### src/rtl/gpio_irq_detect.sv
module gpio_irq_detect #(
  parameter int NPIN = 32
) (
  input  logic            clk,
  input  logic            rst_n,
  input  logic [NPIN-1:0] pin_in,
  input  logic            reg_we,
  input  logic [2:0]      reg_addr,
  input  logic [NPIN-1:0] reg_wdata,
  output logic [NPIN-1:0] reg_rdata,
  output logic            bank_irq
);
  localparam logic [2:0] A_SENSE = 3'd0, A_BOTH = 3'd1, A_POL = 3'd2, A_EN = 3'd3,
                         A_RAW = 3'd4, A_MASK = 3'd5, A_CLR = 3'd6;

  logic [NPIN-1:0] s1, s2, s3;
  logic [NPIN-1:0] sense_q, both_q, pol_q, en_q, raw_q;
  logic [NPIN-1:0] rise, fall, edge_hit, lvl_hit, clr, masked;

  assign rise     = s2 & ~s3;
  assign fall     = ~s2 & s3;
  assign edge_hit = (both_q & (rise | fall)) | (~both_q & ((pol_q & rise) | (~pol_q & fall)));
  assign lvl_hit  = ~(pol_q ^ s2);
  assign clr      = (reg_we && reg_addr == A_CLR) ? reg_wdata : '0;
  assign masked   = raw_q & en_q;
  assign bank_irq = |masked;

  always_ff @(posedge clk or negedge rst_n) begin
    if (!rst_n) begin
      s1 <= '0;
      s2 <= '0;
      s3 <= '0;
    end else begin
      s1 <= pin_in;
      s2 <= s1;
      s3 <= s2;
    end
  end

  always_ff @(posedge clk or negedge rst_n) begin
    if (!rst_n) begin
      sense_q <= '0;
      both_q  <= '0;
      pol_q   <= '0;
      en_q    <= '0;
    end else if (reg_we) begin
      case (reg_addr)
        A_SENSE: sense_q <= reg_wdata;
        A_BOTH:  both_q  <= reg_wdata;
        A_POL:   pol_q   <= reg_wdata;
        A_EN:    en_q    <= reg_wdata;
        default: ;
      endcase
    end
  end

  always_ff @(posedge clk or negedge rst_n) begin
    if (!rst_n) raw_q <= '0;
    else raw_q <= (sense_q & lvl_hit) | (~sense_q & (edge_hit | (raw_q & ~clr)));
  end

  always_comb begin
    case (reg_addr)
      A_SENSE: reg_rdata = sense_q;
      A_BOTH:  reg_rdata = both_q;
      A_POL:   reg_rdata = pol_q;
      A_EN:    reg_rdata = en_q;
      A_RAW:   reg_rdata = raw_q;
      A_MASK:  reg_rdata = masked;
      default: reg_rdata = '0;
    endcase
  end
endmodule

### config.mk
export PLATFORM = sky130hd
export DESIGN_NAME = gpio_irq_detect
export DESIGN_NICKNAME = d
export VERILOG_FILES = /design/src/rtl/gpio_irq_detect.sv
export SDC_FILE = /design/constraint.sdc
export NUM_CORES = 1
export LEC_CHECK = 0
export CAP_MARGIN = 20
export CORE_ASPECT_RATIO = 1.1
export CORE_MARGIN = 1.5
export CORE_UTILIZATION = 50
export CTS_CLUSTER_SIZE = 30
export DETAILED_ROUTE_END_ITERATION = 8
export PLACE_DENSITY = 0.76
export RECOVER_POWER = 25
export SLEW_MARGIN = 30
export SYNTH_ARGS = -nofsm -noshare
export SYNTH_HDL_FRONTEND = slang
export SYNTH_SLANG_ARGS = --single-unit
### constraint.sdc
create_clock -name clk -period 1.9 [get_ports clk]
set_input_delay 0.19 -clock clk [delete_from_list [all_inputs] [get_ports clk]]
set_output_delay 0.19 -clock clk [all_outputs]
set_load 0.02 [all_outputs]
==> impl_metrics.ini <==
[pwr]
power_density_nw_per_um2 = 1060
clock_power_share_pct = 32.1
vdd_drop_max_uv = 752
swShare_pct = 28.5
combinationalPowerShare_pct = 22.1
internal_power_uw = 11300
finalPower_uw = 15900
p_leak_uw = 0.00689
power_frac_seq_pct = 45.8
p_sw_uw = 4510

[sta]
skew_ns = 0.00830
setup_viol = 3
postLayoutSetupSlackWorst_ns = -0.537
relSlewSlack_pct = -12.0
hold_viol_final = 0
finalCriticalPeriod_ns = 2.44
slew_violations = 57
worst_slew_pin_slew_ns = 1.68
min_period_over_period_pct = 128
rsz0062_at_grt = true
clock.fmax_mhz = 410

[synthesis]
synth.mux.area_fraction_pct = 15.4
synth-xor-area-share_pct = 2.39
synthCells = 952
syn-cell-area_um2 = 11700
synth-seq-area-share_pct = 54.6
yosysWarnings = 0
synthAdderAreaFrac_pct = 6.83
ys_async_sr_fraction_pct = 100
synth_top_family_by_area = multiplexers
synth_fp_nets = 1086
synth.avg_cell_area_um2 = 12.3
synth.most_common_cell = dfrtp_1
yosysUniqueCellTypes = 33
synth_common_cells = dfrtp_1 (256), a22oi_1 (92), mux2_1 (90), nand2_1 (73), mux2_2 (70)
synth_top_area_cell = dfrtp_1
yosysTopAreaCellShare_pct = 54.6
ys_seq_elements = 256
synth_compound_area_share_pct = 12.1
synthFlopType = dfrtp_1
synth_edf_count = 0
yosys.area_share.simple_pct = 4.91
synth_area_leaders = dfrtp_1 (55%), mux2_1 (8.6%), ha_1 (6.8%)

[die]
row_count = 58
io_pins = 103
design.core.area_um2 = 22900
die_w_um = 149
start_util_pct = 51.1
die_h_um = 164
die_area_um2 = 24400

[layout]
final_net_count = 1295
syn2layout_area_growth_pct = 28.0
regArea_um2 = 6410
multiInputGateArea_um2 = 4980
final_layout_size_suffix_gt1_share_pct = 24.0
antenna_cells = 0
fill_cells = 1772

[critical_path]
cp_max_fo = 2
critPathLaunchType = flip-flop
crit_required_ns = 1.71
r2r_start = s2[14]$_DFF_PN0_
cp.arrival_ns = 2.25
cp-end-kind = primary output
path_class = flip-flop to primary output
r2r_end = raw_q[14]$_DFF_PN0_
reg2reg_slack_ns = 0.46
r2r_cells = 5

[grt]
first_global_vias = 8671
grt_first_pass_wirelength_um = 46100
grtUsageTotal_pct = 24.1
antenna_found_initial = 0
grt_max_degree = 60
grt.overflow.total = 0

[routing]
wirelength_um = 28600
dr.pass1.iters = 6
vias = 8427
wl_per_cell_um = 19.3
drtAntennaViolNets = 0
vias_per_cell = 5.71
drc = 0
dr.first_iter.drc_count = 493

[outcome]
violations = capacitance limit, slew limit, setup timing
outcome = complete, but fails checks

[clock_tree]
cts.sinks = 256
cts_tree = done
clockRootBuffer = clkbuf_16
htree_num_levels = 1
path_clk_slew_ns = 0.06
cts-buffers-inserted = 27
clockBufferDepth = 3
clock_latency_ns = 0.53

[placement]
hpwl_um = 18500
gp_congestion = 0.825
dp_slack_ns = -0.567
port_buffers = 102

[min_path]
hold_depth = 1
hold_path_class = input port to flip-flop
hp-start = pin_in[8]
min_to = s1[8]$_DFF_PN0_

[job]
cap_violations = 1
[critical path, cell delays in order (launching register included)]
cell and delay, ns:
dfrtp_1 0.38, a22o_1 0.25, a221oi_2 0.20, nand3_1 0.16, or4_4 0.57, buf_6 0.15
[sequential cells by signal, summed over array words and instances (netlist names)]
name and flops:
both_q 32, en_q 32, pol_q 32, raw_q 32, s1 32, s2 32, s3 32, sense_q 32
[layer usage]
metal	wire length (um)	GRT usage (%)	share of wire, %	vias to the layer above
met5	0	0	0	-
met2	14300	41.3	50	268
li1	-	-	-	3842
met3	1680	3.10	5.9	48
met4	577	7.07	2.0	0
met1	12000	32.1	42	4269
[stage by stage]
stage | utilization [%] | hold WS [ns] | setup TNS (ns) | instance area [um2] | cells
floorplan | - | -0.106 | 0 | 11700 | 952
global placement | 60.8 | 0.166 | -57.37 | 13900 | 1417
detailed placement | 60.8 | 0.172 | -61.33 | 13900 | 1417
CTS | 65.6 | 0.0788 | -0.594 | 15000 | 1474
global route | 65.5 | 0.196 | -4.24 | 15000 | 1477
finish | 65.5 | 0.207 | -0.620 | 15000 | 1477
[logic make-up after synthesis]
logic type / count (synthesis)
AND/OR/NAND/NOR: 127
buffers and inverters: 104
AO/OA/AOI/OAI: 208
XOR/XNOR: 32
multiplexers: 161
flip-flops: 256
adder cells (fa/ha/maj): 64
[repair_timing]
item | 4_1_cts | 5_1_grt
endpoints found under the hold margin | 52 | 0
cloned | 1 | 0
hold buffers | 1 | 0
setup buffers | 10 | 3
setup endpoints to repair | 33 | 31
resized for setup | 144 | 52
pin swaps | 7 | 7
[worst max path at each step]
| stage | from | endpoint | slack [ns] | cells after the start |
|---|---|---|---|---|
| 4_1_cts | raw_q[12]$_DFF_PN0_ | bank_irq | -0.52 | 5 |
| 3_5_place_dp | reg_addr[1] | reg_rdata[2] | -0.57 | 7 |
| 2_1_floorplan | raw_q[12]$_DFF_PN0_ | bank_irq | 0.20 | 4 |
| 5_1_grt | en_q[12]$_DFFE_PN0P_ | bank_irq | -0.60 | 5 |
| 6_report | raw_q[12]$_DFF_PN0_ | bank_irq | -0.54 | 5 |
| 3_3_place_gp | reg_addr[2] | reg_rdata[9] | -0.55 | 7 |
[layout by cell type, fill, tap and decap left out, types with 9 or more instances in the layout]
| master | synthesis | layout |
|---|---|---|
| a21oi_1 | 38 | 32 |
| a22oi_1 | 92 | 92 |
| a32oi_1 | 17 | 17 |
| buf_12 | 0 | 22 |
| buf_2 | 18 | 9 |
| buf_4 | 6 | 75 |
| buf_6 | 0 | 27 |
| clkbuf_16 | 0 | 27 |
| clkbuf_2 | 0 | 15 |
| clkdlybuf4s50_1 | 0 | 33 |
| dfrtp_1 | 256 | 256 |
| dlygate4sd3_1 | 0 | 33 |
| ha_1 | 64 | 64 |
| inv_1 | 64 | 64 |
| mux2_1 | 90 | 90 |
| mux2_2 | 70 | 70 |
| nand2_1 | 73 | 72 |
| nand3_1 | 28 | 27 |
| o21ai_0 | 39 | 34 |
| xor2_1 | 32 | 32 |
[power groups by stage]
stage | combinational [uW] | clock, uW | sequential, uW
4_1_cts | 3510 | 5190 | 7230
3_3_place_gp | 3340 | 0 | 7260
3_5_place_dp | 3450 | 0 | 7300
5_1_grt | 3820 | 5430 | 7380
6_report | 3510 | 5090 | 7260
2_1_floorplan | 1730 | 0 | 7170
[layout make-up]
type	instances	share of cell area, %
multi-input combinational	592	33.2
tap	300	2.50
timing repair buffer	218	14.2
inverter	66	1.67
clock inverter	3	0.308
clock buffer	42	5.41
sequential	256	42.7
No activity file was read; power rests on OpenSTA's default activity.
